**config.mk**
```make
export PLATFORM = sky130hd
export DESIGN_NAME = rxf_thr_fifo
export DESIGN_NICKNAME = d
export VERILOG_FILES = /design/src/rtl/rxf_pkg.sv /design/src/rtl/rxf_mem.sv /design/src/rtl/rxf_eofq.sv /design/src/rtl/rxf_irq_ctrl.sv /design/src/rtl/rxf_thr_fifo.sv
export SDC_FILE = /design/constraint.sdc
export NUM_CORES = 1
export LEC_CHECK = 0
export BUFFER_PORTS_ARGS = -buffer_cell sky130_fd_sc_hd__buf_2
export CORE_ASPECT_RATIO = 1.25
export CORE_MARGIN = 1.5
export CORE_UTILIZATION = 60
export CTS_CLUSTER_DIAMETER = 100
export DETAILED_ROUTE_END_ITERATION = 8
export GPL_ROUTABILITY_DRIVEN = 0
export PLACE_DENSITY = 0.81
export SLEW_MARGIN = 15
export SYNTH_ARGS = -nofsm -noshare
export SYNTH_HDL_FRONTEND = slang
export SYNTH_SLANG_ARGS = --single-unit
```
**constraint.sdc**
```tcl
create_clock -name clk_i -period 9.6 [get_ports clk_i]
set_input_delay 0.96 -clock clk_i [delete_from_list [all_inputs] [get_ports clk_i]]
set_output_delay 0.96 -clock clk_i [all_outputs]
set_load 0.02 [all_outputs]
```
**src/rtl/rxf_pkg.sv**
```systemverilog
package rxf_pkg;
  typedef enum logic [1:0] {
    ST_IDLE = 2'd0,
    ST_RMR  = 2'd1,
    ST_RME  = 2'd2
  } irq_st_e;
endpackage

```
**src/rtl/rxf_mem.sv**
```systemverilog
module rxf_mem #(
  parameter int DW    = 8,
  parameter int DEPTH = 128,
  localparam int AW   = $clog2(DEPTH)
) (
  input  logic          clk_i,
  input  logic          we_i,
  input  logic [AW-1:0] waddr_i,
  input  logic [DW-1:0] wdata_i,
  input  logic [AW-1:0] raddr_i,
  output logic [DW-1:0] rdata_o
);
  logic [DW-1:0] mem_q [DEPTH];

  always_ff @(posedge clk_i) begin
    if (we_i) mem_q[waddr_i] <= wdata_i;
  end

  assign rdata_o = mem_q[raddr_i];
endmodule

```
**src/rtl/rxf_eofq.sv**
```systemverilog
// Small queue of frame-end write pointers, oldest at head.
module rxf_eofq #(
  parameter int PW = 8,
  parameter int NQ = 4,
  localparam int QW = $clog2(NQ)
) (
  input  logic          clk_i,
  input  logic          rst_ni,
  input  logic          push_i,
  input  logic [PW-1:0] ptr_i,
  input  logic          pop_i,
  output logic [PW-1:0] head_o,
  output logic          vld_o
);
  logic [PW-1:0] ent_q [NQ];
  logic [QW-1:0] wr_q, rd_q;
  logic [QW:0]   cnt_q;
  logic          do_push, do_pop;

  assign vld_o   = cnt_q != '0;
  assign do_push = push_i && (cnt_q != (QW+1)'(NQ));
  assign do_pop  = pop_i && vld_o;
  assign head_o  = ent_q[rd_q];

  always_ff @(posedge clk_i or negedge rst_ni) begin
    if (!rst_ni) begin
      wr_q  <= '0;
      rd_q  <= '0;
      cnt_q <= '0;
      for (int i = 0; i < NQ; i++) ent_q[i] <= '0;
    end else begin
      if (do_push) begin
        ent_q[wr_q] <= ptr_i;
        wr_q        <= wr_q + 1'b1;
      end
      if (do_pop) rd_q <= rd_q + 1'b1;
      cnt_q <= cnt_q + (QW+1)'(do_push) - (QW+1)'(do_pop);
    end
  end
endmodule

```
**src/rtl/rxf_irq_ctrl.sv**
```systemverilog
// Picks the next block to announce and holds it until acknowledge.
module rxf_irq_ctrl
  import rxf_pkg::*;
#(
  parameter int PW = 8
) (
  input  logic          clk_i,
  input  logic          rst_ni,
  input  logic          framed_i,
  input  logic [PW-1:0] thr_i,
  input  logic [PW-1:0] avail_i,
  input  logic [PW-1:0] flen_i,
  input  logic          fvld_i,
  input  logic          ack_i,
  output irq_st_e       st_o,
  output logic [PW-1:0] blk_len_o,
  output logic [PW-1:0] count_o,
  output logic          pop_o
);
  irq_st_e       st_q;
  logic [PW-1:0] blk_q, cnt_q;
  logic          frm_rdy, blk_rdy;

  // frame end wins on a tie with the threshold
  assign frm_rdy = framed_i && fvld_i && (flen_i <= thr_i);
  assign blk_rdy = avail_i >= thr_i;
  assign pop_o   = (st_q == ST_IDLE) && frm_rdy;

  always_ff @(posedge clk_i or negedge rst_ni) begin
    if (!rst_ni) begin
      st_q  <= ST_IDLE;
      blk_q <= '0;
      cnt_q <= '0;
    end else begin
      unique case (st_q)
        ST_IDLE: begin
          if (frm_rdy) begin
            st_q  <= ST_RME;
            blk_q <= flen_i;
            cnt_q <= flen_i;
          end else if (blk_rdy) begin
            st_q  <= ST_RMR;
            blk_q <= thr_i;
          end
        end
        default: if (ack_i) st_q <= ST_IDLE;
      endcase
    end
  end

  assign st_o      = st_q;
  assign blk_len_o = blk_q;
  assign count_o   = cnt_q;
endmodule

```
**src/rtl/rxf_thr_fifo.sv**
```systemverilog
module rxf_thr_fifo
  import rxf_pkg::*;
#(
  parameter int DW     = 8,
  parameter int DEPTH  = 128,
  parameter int THR_LO = 64,
  parameter int THR_HI = 96,
  parameter int NFRM   = 4,
  localparam int AW    = $clog2(DEPTH),
  localparam int PW    = AW + 1
) (
  input  logic          clk_i,
  input  logic          rst_ni,
  input  logic          framed_i,
  input  logic          thr_hi_i,
  input  logic          in_valid_i,
  input  logic [DW-1:0] in_data_i,
  input  logic          in_eof_i,
  input  logic          rd_en_i,
  output logic [DW-1:0] rd_data_o,
  input  logic          ack_i,
  input  logic          stat_rd_i,
  output logic          irq_rmr_o,
  output logic          irq_rme_o,
  output logic          irq_ovf_o,
  output logic [2:0]    stat_o,
  output logic [PW-1:0] count_o
);
  logic [PW-1:0] wr_ptr, rd_ptr, rel_ptr;
  logic [PW-1:0] avail, thr, flen, eq_head, blk_len, rel_next;
  logic          full, wr_ok, drop, ack_ok, eq_vld, eq_pop;
  logic          ovf_pulse_q, ovf_sticky_q;
  irq_st_e       st;

  assign avail    = wr_ptr - rel_ptr;
  assign full     = avail == PW'(DEPTH);
  assign wr_ok    = in_valid_i && !full;
  assign drop     = in_valid_i && full;
  assign thr      = thr_hi_i ? PW'(THR_HI) : PW'(THR_LO);
  assign flen     = eq_head - rel_ptr;
  assign ack_ok   = ack_i && (st != ST_IDLE);
  assign rel_next = rel_ptr + blk_len;

  rxf_mem #(.DW(DW), .DEPTH(DEPTH)) u_mem (
    .clk_i   (clk_i),
    .we_i    (wr_ok),
    .waddr_i (wr_ptr[AW-1:0]),
    .wdata_i (in_data_i),
    .raddr_i (rd_ptr[AW-1:0]),
    .rdata_o (rd_data_o)
  );

  // eof pointer marks the position just past the frame's last byte
  rxf_eofq #(.PW(PW), .NQ(NFRM)) u_eofq (
    .clk_i  (clk_i),
    .rst_ni (rst_ni),
    .push_i (framed_i && in_valid_i && in_eof_i),
    .ptr_i  (wr_ptr + PW'(wr_ok)),
    .pop_i  (eq_pop),
    .head_o (eq_head),
    .vld_o  (eq_vld)
  );

  rxf_irq_ctrl #(.PW(PW)) u_ctrl (
    .clk_i     (clk_i),
    .rst_ni    (rst_ni),
    .framed_i  (framed_i),
    .thr_i     (thr),
    .avail_i   (avail),
    .flen_i    (flen),
    .fvld_i    (eq_vld),
    .ack_i     (ack_i),
    .st_o      (st),
    .blk_len_o (blk_len),
    .count_o   (count_o),
    .pop_o     (eq_pop)
  );

  always_ff @(posedge clk_i or negedge rst_ni) begin
    if (!rst_ni) begin
      wr_ptr  <= '0;
      rd_ptr  <= '0;
      rel_ptr <= '0;
    end else begin
      if (wr_ok) wr_ptr <= wr_ptr + 1'b1;
      if (ack_ok) begin
        rel_ptr <= rel_next;
        rd_ptr  <= rel_next;
      end else if (rd_en_i && (rd_ptr != wr_ptr)) begin
        rd_ptr <= rd_ptr + 1'b1;
      end
    end
  end

  always_ff @(posedge clk_i or negedge rst_ni) begin
    if (!rst_ni) begin
      ovf_pulse_q  <= 1'b0;
      ovf_sticky_q <= 1'b0;
    end else begin
      ovf_pulse_q  <= drop;
      ovf_sticky_q <= drop || (ovf_sticky_q && !stat_rd_i);
    end
  end

  assign irq_rmr_o = st == ST_RMR;
  assign irq_rme_o = st == ST_RME;
  assign irq_ovf_o = ovf_pulse_q;
  assign stat_o    = {ovf_sticky_q, irq_rme_o, irq_rmr_o};
endmodule

```
# [Word level (Yosys, flattened, before mapping)]
# Memory sizes are Yosys's and may differ from the RTL's.
# Index checks and enable logic that the tools add are counted.
[word_totals] ff_bits=83 latchBits=0 ramBits=1024 rom_bits=0 mem_count=1
[classes] addsub=10 mul=0 n_div=0 order_cmp=5 n_eq_ne=6 shift=0 mux=17 n_bitwise=2 n_reduce_logical=25
[mem_list] memory="u_mem.mem_q" depth=128 word_bits=8 read_ports=1 rd_ports_with_merged_regs=0 write_ports=1 line_no="rxf_mem.sv:13" rtl="logic [DW-1:0] mem_q [DEPTH];"
[op_table] op="8-bit two-way mux" count=7
[op_table] op="32-bit bitwise mux" count=1
[op_table] op="8-bit by 1-bit adder with 8-bit output, second input constant" count=2
[op_table] op="8-bit binary-select mux with 2-bit select" count=1
[op_table] op="8-bit demux with 2-bit select" count=1
[op_table] op="8-bit subtractor" count=2
[op_table] op="1-bit logical AND" count=13
[op_table] op="8-bit by 1-bit adder with 8-bit output" count=1
[op_table] op="8-bit adder" count=1
[op_table] op="8-bit equality test, second input constant" count=1
[op_table] op="8-bit by 7-bit >= comparator with 1-bit output" count=1
[op_table] op="8-bit by 7-bit less-or-equal comparator with 1-bit output" count=1
[op_table] op="2-bit two-way mux" count=4
[op_table] op="8-bit inequality test" count=1
[op_table] op="2-bit nonzero test" count=4
[op_table] op="3-bit >= comparator, second input constant" count=2
[op_table] op="6-bit two-way mux" count=1
[op_table] op="2-bit inverter with 3-bit output" count=2
[op_table] op="2-bit AND reduction" count=3
[op_table] op="2-bit by 1-bit adder with 2-bit output, second input constant" count=2
[op_table] op="3-bit by 1-bit adder with 3-bit output" count=1
[op_table] op="3-bit by 1-bit less-than comparator with 1-bit output, second input constant" count=1
[op_table] op="3-bit by 1-bit inequality test with 1-bit output, second input constant" count=1
[op_table] op="3-bit inequality test, second input constant" count=1
[op_table] op="other kinds (8)" count=10

# [Longest topological paths before layout]
# Gate-level depths: netlist of run 1.
[depth] word_depth=10 ltp_mapped=22 depth_no_buf=19

# [Hierarchy]
# A second synthesis of run 1 with hierarchy kept.
[hier_totals] cells_unflattened=2224 hier_area_um2=45663.8
[by_module_without_submodules] mod="rxf_mem" n_inst=1 cells_per_inst=1627 area_each_um2=39505.4 seq_area_each_um2=30749.5
[by_module_without_submodules] mod="rxf_eofq" n_inst=1 cells_per_inst=237 area_each_um2=2660.1 seq_area_each_um2=975.9
[by_module_without_submodules] mod="rxf_thr_fifo" n_inst=1 cells_per_inst=255 area_each_um2=2274.7 seq_area_each_um2=650.6
[by_module_without_submodules] mod="rxf_irq_ctrl" n_inst=1 cells_per_inst=105 area_each_um2=1223.7 seq_area_each_um2=450.4

# [Worst setup path before layout of run 1]
# No wires, ideal clock.
[synth_timing] path_type="reg2reg" startpoint="register u_eofq.rd_q[0]" endpoint="register u_eofq.cnt_q[2]" setup_time_ns=0.125 arrival_ns=4.348 required_ns=9.475 setup_slack_ns=5.127 path_stages_with_launch=22 path_buffers=3 synth_period_minus_slack_ns=4.473 cell_sequence="dfrtp_1 buf_4 mux4_2 ha_1 nor2_1 a211oi_1 nor2_1 xnor2_1 inv_1 ha_1 nand4b_1 o311ai_0 and4_1 buf_2 buf_6 ha_1 inv_1 ha_1 inv_1 fa_1 xnor2_1 xnor2_1"
[synth_between] elab_chain_cells=10
[synth_rtl] item="from (decl)" line_no="rxf_eofq.sv:16" rtl="logic [QW-1:0] wr_q, rd_q;"
[synth_rtl] item="from (signal assigned)" line_no="rxf_eofq.sv:36" rtl="if (do_pop) rd_q <= rd_q + 1'b1;"
[synth_rtl] item="2-bit inverter with 3-bit output (implied by the code)" line_no="rxf_eofq.sv:23" rtl="assign head_o = ent_q[rd_q];"
[synth_rtl] item="8-bit binary-select mux with 2-bit select" line_no="rxf_eofq.sv:23"
[synth_rtl] item="8-bit two-way mux (implied by the code) (2 in a row)" line_no="rxf_eofq.sv:23"
[synth_rtl] item="8-bit subtractor" line_no="rxf_thr_fifo.sv:40" rtl="assign flen = eq_head - rel_ptr;"
[synth_rtl] item="8-bit by 7-bit less-or-equal comparator with 1-bit output" line_no="rxf_irq_ctrl.sv:25" rtl="assign frm_rdy = framed_i && fvld_i && (flen_i <= thr_i);"
[synth_rtl] item="1-bit logical AND" line_no="rxf_irq_ctrl.sv:25"
[synth_rtl] item="1-bit logical AND" line_no="rxf_irq_ctrl.sv:27" rtl="assign pop_o = (st_q == ST_IDLE) && frm_rdy;"
[synth_rtl] item="1-bit logical AND" line_no="rxf_eofq.sv:22" rtl="assign do_pop = pop_i && vld_o;"
[synth_rtl] item="net u_eofq.do_pop" line_no="rxf_eofq.sv:18" rtl="logic do_push, do_pop;"
[synth_rtl] item="3-bit by 1-bit subtractor with 3-bit output" line_no="rxf_eofq.sv:37" rtl="cnt_q <= cnt_q + (QW+1)'(do_push) - (QW+1)'(do_pop);"
[synth_rtl] item="to (signal assigned)" line_no="rxf_eofq.sv:37"
[synth_rtl] item="to (decl)" line_no="rxf_eofq.sv:17" rtl="logic [QW:0] cnt_q;"
# The timed path passes the listed nets, and every way through them passes these cells. The select of a mux whose other input is x is not followed.
# A chain may end at the register's enable or synchronous reset.

# [Final worst setup path of run 1]
[layout_timing] startpoint="register rd_ptr[0]" endpoint="output rd_data_o[7]"
[layout_between] elab_chain_cells=1
[layout_rtl] item="from (decl)" line_no="rxf_thr_fifo.sv:29" rtl="logic [PW-1:0] wr_ptr, rd_ptr, rel_ptr;"
[layout_rtl] item="from (signal assigned)" line_no="rxf_thr_fifo.sv:88" rtl="rd_ptr <= rel_next;"
[layout_rtl] item="from (signal assigned)" line_no="rxf_thr_fifo.sv:90" rtl="rd_ptr <= rd_ptr + 1'b1;"
[layout_rtl] item="memory 128 x 8 bit"
[layout_rtl] item="to (decl)" line_no="rxf_thr_fifo.sv:20" rtl="output logic [DW-1:0] rd_data_o,"
# Every way passes these cells.

==> results of run 1 <==
-- placed cells by master (no fill, tap or decap), types with 29 or more instances in the layout --
| cell type | instances |
|---|---|
| o21ai_0 | 51 |
| clkbuf_16 | 101 |
| edfxtp_1 | 1024 |
| mux4_2 | 307 |
| xnor2_1 | 33 |
| buf_2 | 29 |
| ha_1 | 33 |
| buf_4 | 76 |
| nand2_1 | 83 |
| mux2i_1 | 38 |
| nor2_1 | 99 |
| dfrtp_1 | 80 |
| nor3_1 | 52 |
| inv_1 | 32 |
-- layer usage --
metal | global-route usage [%] | share of wire [%] | vias to the layer above
li1 | - | - | 9188
met1 | 38.3 | 35 | 11900
met2 | 46.4 | 50 | 1642
met3 | 4.49 | 9.8 | 302
met4 | 13.8 | 5.0 | 4
met5 | 0 | 0.025 | -
-- cell families (layout without fill, tap and decap cells) --
group                      count (synthesis)  in the layout  synth area share [%]
adders and majority gates                 36             36                  1.06
and+or+nand+nor                          332            332                  3.48
muxes                                    367            367                  16.9
xor gates and xnor gates                  49             49                 0.961
DFF                                     1107           1107                  73.5
AOI/OAI and AO/OA                        152            152                  2.22
buffers and inverters                    160            319                  1.89
-- path summary, 6_finish.rpt --
check | endpoint | cells after the start
max | rd_data_o[7] | 7
min | u_eofq.wr_q[0] | 1
max reg2reg | u_eofq.cnt_q[2] | 18
min reg2reg | ovf_sticky_q | 1
max in group asynchronous | rd_ptr[2] | 2
min in group clk_i | ovf_sticky_q | 1
-- per-stage QoR --
| step | worst slack [ns] | utilization, % | cells | cell area (sq um) |
|---|---|---|---|---|
| 6_report | 3.41 | 67.0 | 3322 | 49200 |
| 5_1_grt | 3.25 | 67.0 | 3322 | 49200 |
| 4_1_cts | 3.51 | 66.9 | 3322 | 49100 |
| 3_5_place_dp | 4.22 | 62.5 | 3145 | 46000 |
| 3_3_place_gp | 4.28 | 62.5 | 3145 | 45900 |
| 2_1_floorplan | 5.13 | - | 2203 | 44700 |
-- final cells by class --
class | count | area [sq um]
fillers | 4352 | 24200
multi-input cells | 936 | 11100
clock inverters | 43 | 474
clock buffers | 134 | 2700
well taps | 960 | 1200
repair buffers | 108 | 776
inverters | 34 | 128
flip-flops and latches | 1107 | 32800
-- sequential cells by signal, indices dropped and copies added (netlist names) --
name	count
u_eofq.cnt_q	3
rel_ptr	8
u_eofq.rd_q	2
wr_ptr	8
irq_ovf_o	1
u_eofq.ent_q	32
u_ctrl.blk_len_o	8
u_eofq.wr_q	2
u_mem.mem_q	1024
u_ctrl.st_o	2
ovf_sticky_q	1
rd_ptr	8
u_ctrl.count_o	8
-- worst max-delay path, cell delays in order (launching register included) --
cell and delay [ns]:
dfrtp_4 1.16, buf_12 0.57, mux4_2 0.65, mux4_2 0.50
o31a_1 0.27, a221oi_1 0.59, a22oi_1 0.30, buf_2 0.25
-- power by group --
part,internal (mW),switching (mW)
sequential,5.50,0.293
combinational,1.92,2.63
clock,2.24,1.71
total,9.65,4.64
-- synthesized netlist by cell type, drive strengths merged, types with 34 or more instances --
cell	instances
edfxtp	1024
mux4	307
nor2	100
buf	88
dfrtp	83
nand2	83
nor3	78
o21ai	54
clkbuf	38
mux2i	38
inv	34
==> out/metrics.yaml, run 1 <==
floorplanning:
  core_sq_um: 73500
  start_util_pct: 60.8
  io_pins: 39
  die_area_sq_um: 76100
  die_x_microns: 247
  die_h_microns: 308
  rows: 111
cells_and_area:
  drive_gt1_share_pct: 25.9
  antennaDiodeCount: 0
  area_delta_synth_final_pct: 10.3
  final_nets: 2339
synthesis:
  synth.area.top_cells: "edfxtp_1 69%, mux4_2 15%, dfrtp_1 4.7%, ha_1 0.92%, nor3_1 0.87%"
  netlist_instances: 2203
  ys_seq_area_share_pct: 73.5
  synth_edf_count: 1024
  synth-async-reset-ratio_pct: 7.50
  ys_types: 69
  ys_ff_latch: 1107
  synth_area_leader_cell: "edfxtp_1"
  yosysTopAreaCellShare_pct: 68.8
  syn-cell-area_sq_um: 44700
  synth.avg_cell_area_sq_um: 20.3
  synth_flop_cell: "edfxtp_1"
  synth-warning-count: 0
  syn_nets: 2256
timing:
  setup_violations: 0
  final.setup.tns_ns: 0
  timing.hold.ws_ns: 0.0887
  max_slew_margin_pct: 10.3
  clock.fmax_mhz: 162
  tightestPinTransition_ns: 1.31
  rsz0062_at_grt: "no"
  fin_skew_ns: 0.0202
  min_period_ns: 6.19
  finalHoldViolCount: 0
  fin_crit_sh_pct: 64.5
  final_max_slew_viol_count: 0
clock_network:
  cts_resized: 0
  ctsHtreeMaxLevel: 3
  cts_buffers: 99
  cts_sinks: 1107
  clockRootBuffer: "clkbuf_16"
  clkTransAtPathRegs_ns: 0.06
  cts_tree: "done"
  clock_path_buffers: 3
  clk_latency_ns: 0.66
  hold_buffers: 0
  postCtsSetupRepairBufs: 0
run:
  cap_viol_max_count: 0
global_routing:
  grt-ovfl-total: 0
  antenna_found_initial: 3
  grt_pass1_vias: 23300
  grt_use_total_pct: 28.6
  grt_pass1_wl_mm: 156
  grt_max_degree: 105
power_and_ir_drop:
  p_leak_nw: 15.8
  p_total_mw: 14.3
  ir_worst_vdd_v: 0.000312
  p_per_area_nw_per_um2: 290
setup_path:
  crit_fanout: 95
  critical_path_required_ns: 8.64
  worstSetupEndpointType: "primary output"
  critPathLaunch: "rd_ptr[0]"
  timing.rr.start: "u_eofq.rd_q[0]"
  path_class: "flop to primary output"
  start_kind: "flop"
  reg2reg_setup_slack_ns: 4.24
  worstPathArrival_ns: 5.23
outcome:
  outcome: "finished clean"
place:
  port_buffers: 38
  dpl.hpwl_mm: 59.7
drt:
  final_antenna_net_count: 0
  vias: 23000
  route.detailed.drc: 0
  first_pass_iters: 7
  drt_iter0_drc: 2906
  routedWlPerCell_microns: 31.8
  via_per_inst: 6.93
  wirelength_mm: 106
worst_hold_path:
  hold_path_class: "primary input to asynchronous set/reset pin"
Note: power is estimated with default switching activity, not from simulation.
==> run 2: changes to the inputs <==
==> constraint.sdc (replaced) <==
create_clock -name clk_i -period 5.7 [get_ports clk_i]
set_input_delay 0.57 -clock clk_i [delete_from_list [all_inputs] [get_ports clk_i]]
set_output_delay 0.57 -clock clk_i [all_outputs]
set_load 0.02 [all_outputs]
==> out/metrics.yaml, run 2 (synthesis results as in run 1) <==
power_and_ir_drop:
  p_total_mw: 24.8  # +73%
  clockPowerShare_pct: 28.7  # +1.1 points
  internal_power_mw: 16.7  # +73%
  p_per_area_nw_per_um2: 496  # +71%
  ir_worst_vdd_v: 0.000474  # +52%
  p_leak_nw: 16.2  # +2.7%
  p_seq_share_pct: 39.2  # -1.3 points
  combPwrFrac_pct: 32.1  # +0.3 points
  sw_frac_of_total_pct: 32.7  # +0.25 points
  p_sw_mw: 8.11  # +75%
cells_and_area:
  final_nets: 2391  # +2.2%
  drive_gt1_share_pct: 27.7  # +1.8 points
  antennaDiodeCount: 0  # unchanged
  final_common_cell: "edfxtp_1"
  regMostFlops: "u_mem.mem_q"
  layout_common_cells: "1024 x edfxtp_1, 307 x mux4_2, 117 x buf_4, 102 x clkbuf_16, 99 x nor2_1"
  reg.largest.list: "u_mem.mem_q (1024), u_eofq.ent_q (32)"
  finish.utilization_pct: 68.0  # +0.98 points
  stdcell_area_sq_um: 50000  # +1.5%
  fillers: 4228  # -2.8%
  fin_cells: 3385  # +1.9%
  area_delta_synth_final_pct: 11.9
  largest_reg_flops: 1024  # unchanged
drt:
  via_per_inst: 6.86  # -0.98%
  first_pass_iters: 5  # -2
  vias: 23200  # +0.89%
  final_antenna_net_count: 0  # unchanged
  routedWlPerCell_microns: 32.0  # +0.57%
  wirelength_mm: 108  # +2.5%
  drt_iter0_drc: 3223  # +11%
  route.detailed.drc: 0  # unchanged
clock_network:
  cts_sinks: 1107  # unchanged
  ctsHtreeMaxLevel: 3  # unchanged
  cts_buffers: 101  # +2.0%
  clockRootBuffer: "clkbuf_16"
  clkTransAtPathRegs_ns: 0.07  # about the same
  clock_path_buffers: 3  # unchanged
  cts_tree: "done"
  postCtsSetupRepairBufs: 0  # unchanged
  clk_latency_ns: 0.68  # +0.02 ns
worst_hold_path:
  min-delay-start: "ack_i"
  min_to: "u_ctrl.st_o[1]"
  holdPathStages: 2
  hold_path_class: "primary input to flop"
setup_path:
  critPathTopFamily: "compound AO/OA/AOI/OAI gates"
  crit_fanout: 41  # -57%
  r2r-end: "u_eofq.cnt_q[2]"
  start_kind: "flop"
  critical_path_required_ns: 5.13  # -3.51 ns
  crit_slowest_cell: "dfrtp_4"
  path_class: "flop to primary output"
  cp.buffers_inverters: 2  # unchanged
  reg2reg_setup_slack_ns: 0.72  # -3.52 ns
  cp_slowest_stage_delay_ns: 0.93  # -0.23 ns
  crit_top_cell: "mux4_2"
  timing.rr.start: "u_eofq.rd_q[0]"
  worstSetupEndpointType: "primary output"
  worstPathCellList: "buf_12 > mux4_2 > mux4_2 > o31a_1 > a221oi_1 > a22oi_1 > buf_2"
  ff2ff_path_depth: 18  # unchanged
  worstPathArrival_ns: 4.61  # -0.62 ns
floorplanning:
  rows: 111  # unchanged
  die_h_microns: 308  # unchanged
  start_util_pct: 60.8  # unchanged
  core_sq_um: 73500  # unchanged
  die_x_microns: 247  # unchanged
  die_area_sq_um: 76100  # unchanged
  io_pins: 39  # unchanged
place:
  dp_cells: 3194  # +1.6%
  dpl.hpwl_mm: 61.4  # +3.0%
  port_buffers: 38  # unchanged
  placedInstanceArea_sq_um: 46400  # +0.98%
timing:
  finalHoldViolCount: 0  # unchanged
  tightestPinTransition_ns: 1.19  # -0.120 ns
  clock.fmax_mhz: 193
  final_max_slew_viol_count: 0  # unchanged
  setup_violations: 0  # unchanged
  rsz0062_at_grt: "no"
  fin_skew_ns: 0.0271  # +0.00699 ns
  min_period_ns: 5.18
  max_slew_margin_pct: 20.0  # +9.7 points
  final.setup.tns_ns: 0  # unchanged
  fin_crit_sh_pct: 90.9
run:
  cap_viol_max_count: 0  # unchanged
global_routing:
  grt-ovfl-total: 0  # unchanged
  grt_use_total_pct: 29.4  # +0.81 points
  grt_pass1_wl_mm: 160  # +2.5%
  grt_max_degree: 97  # -7.6%
  antenna_found_initial: 1  # -2
  grt_pass1_vias: 23800  # +2.1%
outcome:
  outcome: "finished clean"
[run 2: cell types whose count changed in the layout (fill, tap and decap cells not counted), sizes merged]
cell / change
dlygate4sd3: +1
buf: +49
clkinvlp: +6
bufinv: +6
clkbuf: -17
inv: +1
clkinv: +17
[run 2: worst max-delay path by stage]
stage,from,end,slack (ns),cells past startpoint
3_3_place_gp,u_eofq.rd_q[0],u_eofq.cnt_q[2],0.99,18
5_1_grt,u_eofq.rd_q[0],u_eofq.cnt_q[2],0.42,18
2_1_floorplan,u_eofq.rd_q[0],u_eofq.cnt_q[2],1.23,21
4_1_cts,rd_ptr[0],rd_data_o[3],0.60,8
6_report,rd_ptr[0],rd_data_o[7],0.52,7
3_5_place_dp,u_eofq.rd_q[0],u_eofq.cnt_q[2],0.80,18
[run 2: stage by stage]
stage | setup WS [ns] | hold slack (ns)
2_1_floorplan | 1.23 | 0.274
3_3_place_gp | 0.992 | 0.459
3_5_place_dp | 0.803 | 0.470
4_1_cts | 0.602 | 0.0856
5_1_grt | 0.418 | 0.116
6_report | 0.520 | 0.102
[run 2: cell type report]
class / count / area, sq um / share of cell area (%)
sequential: 1107 / 32800 / 65.7
inverter: 34 / 128 / 0.255
multi-input combinational: 936 / 11100 / 22.1
timing repair buffer: 158 / 1250 / 2.51
tap: 960 / 1200 / 2.40
clock buffer: 117 / 2640 / 5.28
clock inverter: 73 / 847 / 1.70
[run 2: power by group through the flow]
stage	registers, mW	logic [mW]	clock network (mW)
2_1_floorplan	9.58	5.47	0
3_3_place_gp	9.83	7.49	0
3_5_place_dp	9.87	7.70	0
4_1_cts	9.71	7.86	7.17
5_1_grt	9.75	8.34	7.43
6_report	9.71	7.96	7.13
[run 2: repair_timing]
item	4_1_cts	5_1_grt
hold buffers	1	0
hold endpoints to repair	46	0
gates resized for setup	0	0
[run 2: worst reg2reg max path, cell delays in order (launching register included)]
cell and delay, ns:
dfrtp_1 0.71, mux4_2 0.58, ha_1 0.36, nor2_1 0.08
a211oi_1 0.35, nor2_1 0.12, xnor2_1 0.21, inv_1 0.09
ha_1 0.27, nand4b_1 0.08, o311ai_0 0.46, and4_1 0.32
ha_1 0.24, inv_1 0.07, ha_1 0.14, inv_1 0.06
fa_1 0.41, xnor2_1 0.19, xnor2_1 0.15
[run 2: routing by layer]
| metal | vias to the layer above | GRT usage [%] | routed length (microns) |
|---|---|---|---|
| met4 | 2 | 15.6 | 6120 |
| li1 | 9309 | - | - |
| met1 | 11900 | 38.1 | 37600 |
| met5 | - | 0 | 7 |
| met3 | 321 | 5.58 | 10600 |
| met2 | 1670 | 47.7 | 53900 |
